--- config.mk ---
export PLATFORM = sky130hd
export DESIGN_NAME = nvm_access_ctrl
export DESIGN_NICKNAME = d
export VERILOG_FILES = /design/src/rtl/nvm_pkg.sv /design/src/rtl/nvm_tick_sync.sv /design/src/rtl/nvm_prog_timer.sv /design/src/rtl/nvm_stall_gen.sv /design/src/rtl/nvm_byte_array.sv /design/src/rtl/nvm_access_ctrl.sv
export SDC_FILE = /design/constraint.sdc
export NUM_CORES = 2
export LEC_CHECK = 0
export BUFFER_PORTS_ARGS = -buffer_cell sky130_fd_sc_hd__buf_2
export CORE_MARGIN = 2
export CORE_UTILIZATION = 38
export CTS_BUF_LIST = sky130_fd_sc_hd__clkbuf_4 sky130_fd_sc_hd__clkbuf_8
export CTS_CLUSTER_DIAMETER = 60
export DETAILED_ROUTE_END_ITERATION = 10
export PLACE_DENSITY_LB_ADDON = 0.2
export SYNTH_ARGS = -nofsm -noshare
export SYNTH_HDL_FRONTEND = slang
export SYNTH_SLANG_ARGS = --single-unit
export TNS_END_PERCENT = 20
--- constraint.sdc ---
create_clock -name clk -period 4.8 [get_ports clk]
set_input_delay 0.72 -clock clk [delete_from_list [all_inputs] [get_ports clk]]
set_output_delay 0.72 -clock clk [all_outputs]
set_load 0.02 [all_outputs]
--- src/rtl/nvm_pkg.sv ---
package nvm_pkg;
  typedef enum logic [1:0] {
    SEL_ADDR = 2'd0,
    SEL_DATA = 2'd1,
    SEL_CTRL = 2'd2,
    SEL_NONE = 2'd3
  } reg_sel_e;

  localparam int CTRL_RD_BIT = 0;
  localparam int CTRL_WR_BIT = 1;
endpackage

--- src/rtl/nvm_tick_sync.sv ---
module nvm_tick_sync #(
  parameter int STAGES = 2
) (
  input  logic clk,
  input  logic rst_n,
  input  logic async_in,
  output logic tick_pulse
);
  // STAGES synchronizer flops plus one history flop for edge detection
  logic [STAGES:0] chain_q;

  genvar g;
  generate
    for (g = 0; g <= STAGES; g++) begin : g_stage
      if (g == 0) begin : g_first
        always_ff @(posedge clk) begin
          if (!rst_n) chain_q[0] <= 1'b0;
          else        chain_q[0] <= async_in;
        end
      end else begin : g_next
        always_ff @(posedge clk) begin
          if (!rst_n) chain_q[g] <= 1'b0;
          else        chain_q[g] <= chain_q[g-1];
        end
      end
    end
  endgenerate

  assign tick_pulse = chain_q[STAGES-1] & ~chain_q[STAGES];

  AST_PULSE_SINGLE: assert property (@(posedge clk) disable iff (!rst_n)
    tick_pulse |=> !tick_pulse);
endmodule

--- src/rtl/nvm_prog_timer.sv ---
module nvm_prog_timer #(
  parameter int PROG_TICKS = 26368
) (
  input  logic clk,
  input  logic rst_n,
  input  logic start,
  input  logic tick,
  output logic busy,
  output logic done
);
  localparam int CW = $clog2(PROG_TICKS + 1);
  localparam logic [CW-1:0] LAST = CW'(PROG_TICKS - 1);

  logic [CW-1:0] cnt_q;
  logic          busy_q;

  assign done = busy_q & tick & (cnt_q == LAST);
  assign busy = busy_q;

  always_ff @(posedge clk) begin
    if (!rst_n) begin
      busy_q <= 1'b0;
      cnt_q  <= '0;
    end else if (start && !busy_q) begin
      busy_q <= 1'b1;
      cnt_q  <= '0;
    end else if (busy_q && tick) begin
      if (cnt_q == LAST) begin
        busy_q <= 1'b0;
        cnt_q  <= '0;
      end else begin
        cnt_q <= cnt_q + 1'b1;
      end
    end
  end

  AST_CNT_BOUNDED: assert property (@(posedge clk) disable iff (!rst_n)
    cnt_q <= LAST);
  AST_CNT_FROZEN: assert property (@(posedge clk) disable iff (!rst_n)
    (busy_q && !tick) |=> $stable(cnt_q));
  AST_IDLE_CNT_ZERO: assert property (@(posedge clk) disable iff (!rst_n)
    !busy_q |-> (cnt_q == '0));
  AST_DONE_CLEARS: assert property (@(posedge clk) disable iff (!rst_n)
    done |=> !busy_q);
endmodule

--- src/rtl/nvm_stall_gen.sv ---
module nvm_stall_gen #(
  parameter int RD_CYC = 4,
  parameter int WR_CYC = 2
) (
  input  logic clk,
  input  logic rst_n,
  input  logic start_rd,
  input  logic start_wr,
  output logic stall
);
  localparam int MAXC = (RD_CYC > WR_CYC) ? RD_CYC : WR_CYC;
  localparam int SW   = $clog2(MAXC + 1);
  localparam logic [SW-1:0] RD_LD = SW'(RD_CYC);
  localparam logic [SW-1:0] WR_LD = SW'(WR_CYC);
  localparam logic [SW-1:0] MAX_LD = SW'(MAXC);

  logic [SW-1:0] left_q;

  always_ff @(posedge clk) begin
    if (!rst_n)               left_q <= '0;
    else if (start_wr)        left_q <= WR_LD;
    else if (start_rd)        left_q <= RD_LD;
    else if (left_q != '0)    left_q <= left_q - 1'b1;
  end

  assign stall = (left_q != '0);

  AST_STALL_MAX: assert property (@(posedge clk) disable iff (!rst_n)
    left_q <= MAX_LD);
  AST_STALL_DRAINS: assert property (@(posedge clk) disable iff (!rst_n)
    (stall && !start_rd && !start_wr) |=> (left_q < $past(left_q)));
endmodule

--- src/rtl/nvm_byte_array.sv ---
module nvm_byte_array #(
  parameter int AW = 8,
  parameter int DW = 8
) (
  input  logic          clk,
  input  logic          we,
  input  logic [AW-1:0] waddr,
  input  logic [DW-1:0] wdata,
  input  logic [AW-1:0] raddr,
  output logic [DW-1:0] rdata
);
  localparam int DEPTH = 1 << AW;

  logic [DW-1:0] cells [DEPTH];

  always_ff @(posedge clk) begin
    if (we) cells[waddr] <= wdata;
  end

  assign rdata = cells[raddr];
endmodule

--- src/rtl/nvm_access_ctrl.sv ---
module nvm_access_ctrl #(
  parameter int AW           = 8,
  parameter int DW           = 8,
  parameter int PROG_TICKS   = 26368,
  parameter int RD_STALL_CYC = 4,
  parameter int WR_STALL_CYC = 2,
  parameter int SYNC_STAGES  = 2
) (
  input  logic          clk,
  input  logic          rst_n,
  input  logic          bus_en,
  input  logic          bus_we,
  input  logic [1:0]    bus_sel,
  input  logic [DW-1:0] bus_wdata,
  output logic [DW-1:0] bus_rdata,
  input  logic          osc_tick,
  output logic          cpu_stall
);
  import nvm_pkg::*;

  logic [AW-1:0] addr_q, pend_addr_q;
  logic [DW-1:0] data_q, pend_data_q;
  logic [DW-1:0] arr_rdata;
  logic          tick_pulse, busy, done;
  logic          wr_acc, ctrl_hit, req_wr, req_rd, start_wr, start_rd;
  reg_sel_e      sel;

  assign sel      = reg_sel_e'(bus_sel);
  assign wr_acc   = bus_en & bus_we;
  assign ctrl_hit = wr_acc & (sel == SEL_CTRL);
  assign req_wr   = ctrl_hit & bus_wdata[CTRL_WR_BIT];
  assign req_rd   = ctrl_hit & bus_wdata[CTRL_RD_BIT];
  assign start_wr = req_wr & ~busy;
  assign start_rd = req_rd & ~req_wr & ~busy;

  nvm_tick_sync #(.STAGES(SYNC_STAGES)) u_sync (
    .clk(clk), .rst_n(rst_n), .async_in(osc_tick), .tick_pulse(tick_pulse)
  );

  nvm_prog_timer #(.PROG_TICKS(PROG_TICKS)) u_timer (
    .clk(clk), .rst_n(rst_n), .start(start_wr), .tick(tick_pulse),
    .busy(busy), .done(done)
  );

  nvm_stall_gen #(.RD_CYC(RD_STALL_CYC), .WR_CYC(WR_STALL_CYC)) u_stall (
    .clk(clk), .rst_n(rst_n), .start_rd(start_rd), .start_wr(start_wr),
    .stall(cpu_stall)
  );

  nvm_byte_array #(.AW(AW), .DW(DW)) u_array (
    .clk(clk), .we(done), .waddr(pend_addr_q), .wdata(pend_data_q),
    .raddr(addr_q), .rdata(arr_rdata)
  );

  // Address register: frozen while programming
  always_ff @(posedge clk) begin
    if (!rst_n)                                   addr_q <= '0;
    else if (wr_acc && sel == SEL_ADDR && !busy)  addr_q <= bus_wdata[AW-1:0];
  end

  // Data register: read result or software write
  always_ff @(posedge clk) begin
    if (!rst_n)                           data_q <= '0;
    else if (start_rd)                    data_q <= arr_rdata;
    else if (wr_acc && sel == SEL_DATA)   data_q <= bus_wdata;
  end

  // Commit buffer captured at write start
  always_ff @(posedge clk) begin
    if (!rst_n) begin
      pend_addr_q <= '0;
      pend_data_q <= '0;
    end else if (start_wr) begin
      pend_addr_q <= addr_q;
      pend_data_q <= data_q;
    end
  end

  always_comb begin
    bus_rdata = '0;
    unique case (sel)
      SEL_ADDR: bus_rdata[AW-1:0] = addr_q;
      SEL_DATA: bus_rdata = data_q;
      SEL_CTRL: bus_rdata[CTRL_WR_BIT] = busy;
      default:  bus_rdata = '0;
    endcase
  end

  AST_NO_BUS_IN_STALL: assert property (@(posedge clk) disable iff (!rst_n)
    cpu_stall |-> !bus_en);
  AST_BUSY_ON_START: assert property (@(posedge clk) disable iff (!rst_n)
    start_wr |=> busy);
  AST_WR_STALL: assert property (@(posedge clk) disable iff (!rst_n)
    start_wr |=> cpu_stall);
  AST_RD_STALL: assert property (@(posedge clk) disable iff (!rst_n)
    start_rd |=> cpu_stall);
  AST_ADDR_LOCK: assert property (@(posedge clk) disable iff (!rst_n)
    busy |=> $stable(addr_q));
  AST_RD_IGNORED: assert property (@(posedge clk) disable iff (!rst_n)
    (busy && req_rd && !(wr_acc && sel == SEL_DATA)) |=> $stable(data_q));
  AST_PEND_HELD: assert property (@(posedge clk) disable iff (!rst_n)
    busy |=> $stable(pend_addr_q) && $stable(pend_data_q));
  AST_BOTH_WR_WINS: assert property (@(posedge clk) disable iff (!rst_n)
    (req_wr && req_rd && !busy) |=> $stable(data_q) && busy);
endmodule

=== Yosys cells after proc, flatten, opt, wreduce, memory -nomap -nowiden ===
Memory sizes are Yosys's and may differ from the RTL's. A register that Yosys moved wholly into a read port is not among the register bits.
Cells that the tools add are included.

* Logic and storage cells: 65
* Memories: 1
* Register bits: 54
* Memory bits (writable): 2048
* Output and inout bits: 9

* Bitwise gates (word level): 14
* Eq/ne operators: 3
* Add/sub/neg operators: 2
* Mux-type cells: 16
* Reductions and logical operators: 17

{| class="wikitable"
|+ Memories
! memory !! depth !! width !! rd ports !! clocked after Yosys merged registers in !! write ports !! RTL line !! text
|-
| u_array.cells || 256 || 8 || 1 || 1 || 1 || nvm_byte_array.sv:14 || <nowiki>logic [DW-1:0] cells [DEPTH];</nowiki>
|}

{| class="wikitable"
|+ Operators by type and width
! operator !! number
|-
| $mux 8 || 4
|-
| $add 15x1->15 const B || 1
|-
| $eq 15x15->1 const B || 1
|-
| $mux 15 || 1
|-
| $pmux 6 s2 || 1
|-
| $and 1x1->1 || 10
|-
| $reduce_bool 2->1 || 4
|-
| $mux 3 || 2
|-
| $reduce_bool 3->1 || 2
|-
| $logic_and 1x1->1 || 5
|-
| $mux 1 || 5
|-
| $not 1->1 || 4
|-
| $reduce_or 2->1 || 2
|-
| $pmux 1 s3 || 1
|-
| $reduce_or 3->1 || 1
|-
| $sub 3x1->3 const B || 1
|-
| $eq 2x1->1 const B || 1
|-
| $eq 2x2->1 const B || 1
|-
| $logic_not 2->1 || 1
|-
| $mux 2 || 1
|-
| $pmux 1 s2 || 1
|-
| $reduce_and 2->1 || 1
|-
| $logic_not 1->1 || 1
|}

=== Longest topological paths before layout ===
* Word-level depth: 8
* Gate-level depth with buffers: 13
* Depth with buffers taken out: 7

=== Modules after synthesis ===
A second synthesis with hierarchy kept.

* Cells, all modules: 4017
* Area total of the unflattened synthesis: 81966.1 µm²

{| class="wikitable"
|+ Modules (own cells, without submodules)
! module !! seq. area each (µm²) !! area an instance (µm²) !! cells an instance !! instances
|-
| nvm_byte_array || 61499.0 || 79396.1 || 3725 || 1
|-
| nvm_access_ctrl || 640.6 || 1493.9 || 175 || 1
|-
| nvm_prog_timer || 320.3 || 815.8 || 91 || 1
|-
| nvm_stall_gen || 60.1 || 167.7 || 19 || 1
|-
| nvm_tick_sync || 60.1 || 92.6 || 7 || 1
|}

=== Worst setup path before layout ===
Ideal clock, no wire load.

* Path kind: register -> register
* Start point: reg pend_data_q[0]
* End point: mem u_array.cells[0][0], data pin
* Stages on the path, launching flop included: 1
* Path buffers: 0
* Required time: 3.944 ns
* Setup slack: 0.547 ns
* Data arrival time: 3.397 ns
* Path through: dfxtp_1

{| class="wikitable"
|+ RTL lines
! item !! RTL line !! text
|-
| from (decl) || nvm_access_ctrl.sv:22 || <nowiki>logic [DW-1:0] data_q, pend_data_q;</nowiki>
|-
| from (signal assigned) || nvm_access_ctrl.sv:75 || <nowiki>pend_data_q <= data_q;</nowiki>
|-
| to (decl) || nvm_byte_array.sv:14 ||
|}

Straight into the memory's write port.

==> impl_metrics.env <==
export IMPL_outcome="finished clean"
export IMPL_synth_edf_count=2048
export IMPL_grt_setup_unrepaired="no"
export IMPL_yosys_area_share_simple=0.0382
export IMPL_grt_overflow=0
export IMPL_synth_most_common_cell="edfxtp_1"
export IMPL_met2_length_um=116000
export IMPL_worst_slew_pin_slew_ns=1.27
export IMPL_finalMaxSlewViolations=0
export IMPL_yosysTopAreaCell="edfxtp_1"
export IMPL_synth_nets=4093
export IMPL_combPwrFrac=0.015
export IMPL_ys_seq_area_frac=0.763
export IMPL_cts_tree="built"
export IMPL_yosys_register_bits=2110
export IMPL_synth_top_area_frac=0.748
export IMPL_peakVddDrop_uv=316
export IMPL_drtIter0Drc=4996
export IMPL_final_layout_size_suffix_gt1_frac=0.297
export IMPL_ant_nets=0
export IMPL_yosys_area_share_adder=0.000457
export IMPL_die_area_um2=220000
export IMPL_dr_max_layer_used="met5"
export IMPL_power_density_nw_per_um2=386
export IMPL_ys_top_cells_by_area="edfxtp_1 (75%), mux4_2 (13%), nor2_1 (1.6%)"
export IMPL_wl_per_cell_um=32.0
export IMPL_crit_type="register to register"
export IMPL_viasPerCell=5.69
export IMPL_path_clk_slew_ns=0.06
export IMPL_sw_frac_of_total=0.209
export IMPL_die_h_um=469
export IMPL_maxCapViolations=0
export IMPL_drc=0
export IMPL_finalCritPeriodShare=0.884
export IMPL_ctsLongestPathBuffers=4
export IMPL_area_growth_syn_to_layout_pct=15.0
export IMPL_synthFlopType="edfxtp_1"
export IMPL_clk_latency_ns=1.07
export IMPL_coreArea_um2=215000
export IMPL_hpwlAfterDp_um=148000
export IMPL_synth_xor_area_frac=0.00149
export IMPL_synthCells=4075
export IMPL_required_ns=5.71
export IMPL_clock_sinks=2110
export IMPL_min_period_ns=4.24
export IMPL_numPortBuffers=23
export IMPL_via_count=43500
export IMPL_grt_antenna_before_repair=12
export IMPL_rows=170
export IMPL_setup_viol=0
export IMPL_async_flop_share=0
export IMPL_ys_types=72
export IMPL_syn_area_um2=82200
export IMPL_numCtsBuffers=365
export IMPL_met3_length_um=18800
export IMPL_finalHoldViolations=0
export IMPL_root_buffer="clkbuf_8"
export IMPL_tns_ns=0
export IMPL_ys_top_cells_by_count="edfxtp_1 (2048), mux4_2 (479), nor2_1 (343)"
export IMPL_grt_max_degree=181
export IMPL_track_usage=0.222
export IMPL_grt_pass1_vias=43800
export IMPL_post_cts_buffers=0
export IMPL_fmax_mhz=236
export IMPL_start_util=0.383
export IMPL_hp_class="input pin to register"
export IMPL_skew_ns=0.121
export IMPL_synth_top_family_by_area="multiplexers"
export IMPL_synthMuxAreaShare=0.149
export IMPL_arrival_ns=5.15
export IMPL_wl_met1_um=102000
export IMPL_htree_levels=5
export IMPL_hp_start="bus_wdata[0]"
export IMPL_yosysWarnings=0
export IMPL_holdWs_ns=0.115
export IMPL_power_switching_mw=7.63
export IMPL_grt_first_pass_wirelength_um=344000
export IMPL_crit_path_start_kind="register"
export IMPL_cp_max_fo=40
export IMPL_avgSynthCellArea_um2=20.2
export IMPL_die_x_um=469
export IMPL_cell_internal_pwr_mw=28.9
export IMPL_synth_compound_area_frac=0.0308
export IMPL_pin_count=24
export IMPL_gp_congestion=0.862
export IMPL_fin_nets=4561
export IMPL_fillCellCount=18600
export IMPL_wirelength_um=245000
export IMPL_slew_headroom=0.151
export IMPL_pwr_share_clk=0.439
export IMPL_cp_end_kind="register"
export IMPL_power_frac_seq=0.546
export IMPL_p_leak_nw=24.1
export IMPL_firstDrtPassIters=5
[power groups by stage]
stage / sequential (mW) / combinational (mW) / clock [mW]
6_report: 19.9 / 0.547 / 16.0
5_1_grt: 19.9 / 0.567 / 17.1
2_1_floorplan: 20.3 / 0.309 / 0
3_5_place_dp: 20.3 / 0.546 / 0
3_3_place_gp: 20.3 / 0.547 / 0
4_1_cts: 19.9 / 0.550 / 16.3
[metal layers]
layer / GRT usage / vias to the layer above
li1: - / 17800
met2: 0.348 / 1984
met1: 0.306 / 23300
met4: 0.0782 / 8
met5: 0 / -
met3: 0.0472 / 427
[worst paths after layout]
check	endpoint	slack, ns	depth (start not counted)
worst min register to register	u_sync.chain_q[1]	0.47	1
worst min-delay path	register	0.12	3
worst max register to register	data_q[5]	0.56	8
worst max-delay path	data_q[5]	0.56	8
[cells by family (layout without fill, tap and decap cells)]
| logic type | after synthesis | in the layout |
|---|---|---|
| AOI/OAI and AO/OA | 357 | 357 |
| other | 0 | 6 |
| and+or+nand+nor | 720 | 720 |
| DFF | 2110 | 2110 |
| buffers and inverters | 251 | 986 |
| muxes | 620 | 620 |
| xor gates and xnor gates | 14 | 14 |
| adders and majority gates | 3 | 3 |
[what timing repair did]
action,in CTS,in global routing
hold buffers,4,0
resized for setup,0,0
hold endpoints to repair,6,0
endpoints found under the setup margin,0,0
[cell type report]
type | instances | area, µm² | share of cell area
repair buffers | 342 | 3070 | 0.0324
clock inverters | 136 | 876 | 0.00926
well taps | 2838 | 3550 | 0.0376
inverters | 10 | 37.5 | 0.000397
clock buffers | 498 | 6090 | 0.0644
multi-input cells | 1714 | 18100 | 0.192
diodes | 6 | 15.0 | 0.000159
flip-flops and latches | 2110 | 62800 | 0.664
[critical path: stages, from the launching register on]
cell and delay (ns):
dfxtp_4 0.84, buf_12 0.38, mux4_2 0.54, nor2b_1 0.16, a2111oi_0 0.94, nor4_1 0.28, a2111oi_0 0.62, buf_4 0.22
a21oi_1 0.06
[sequential cells by signal (all words and copies together) (netlist names), named ones only]
signal	flops
u_sync.chain_q	3
u_timer.busy	1
pend_addr_q	8
u_timer.cnt_q	15
pend_data_q	8
u_array.cells	2048
data_q	8
u_stall.left_q	3
addr_q	8
[per-stage QoR]
stage	cells	area (µm²)	total power, mW	worst slack [ns]	util
floorplan	4075	82200	20.6	0.547	-
global placement	7009	87500	20.9	0.403	0.407
detailed placement	7010	87500	20.9	0.565	0.407
CTS	7648	94500	36.8	0.540	0.440
global route	7652	94500	37.6	0.476	0.440
finish	7654	94600	36.5	0.558	0.440
[cells in the final DEF (no fill, tap or decap), types with 8 or more instances in the layout]
master	netlist	layout
a2111oi_0	13	12
a211oi_1	16	16
a21boi_0	18	18
a21oi_1	59	59
a221oi_1	15	15
a22o_1	8	8
a22oi_1	65	65
a31oi_1	21	21
and2_1	11	11
and3_1	9	9
buf_12	0	44
buf_2	65	24
buf_4	36	270
bufinv_16	0	11
clkbuf_4	0	122
clkbuf_8	0	376
clkinv_1	0	87
clkinv_2	0	28
dfxtp_1	62	48
dfxtp_4	0	12
edfxtp_1	2048	2048
mux2_2	19	19
mux2i_1	122	122
mux4_2	479	479
nand2_1	180	176
nand2b_1	17	17
nand3_1	38	32
nand4_1	9	9
nor2_1	343	340
nor2b_1	43	42
nor3_1	34	34
nor4_1	10	10
o211ai_1	8	8
o21ai_0	26	26
o221ai_1	14	14
o22ai_1	35	35
o311ai_0	8	8
or2_2	8	8
xor2_1	12	12
Power figures use the tool's default switching activity.
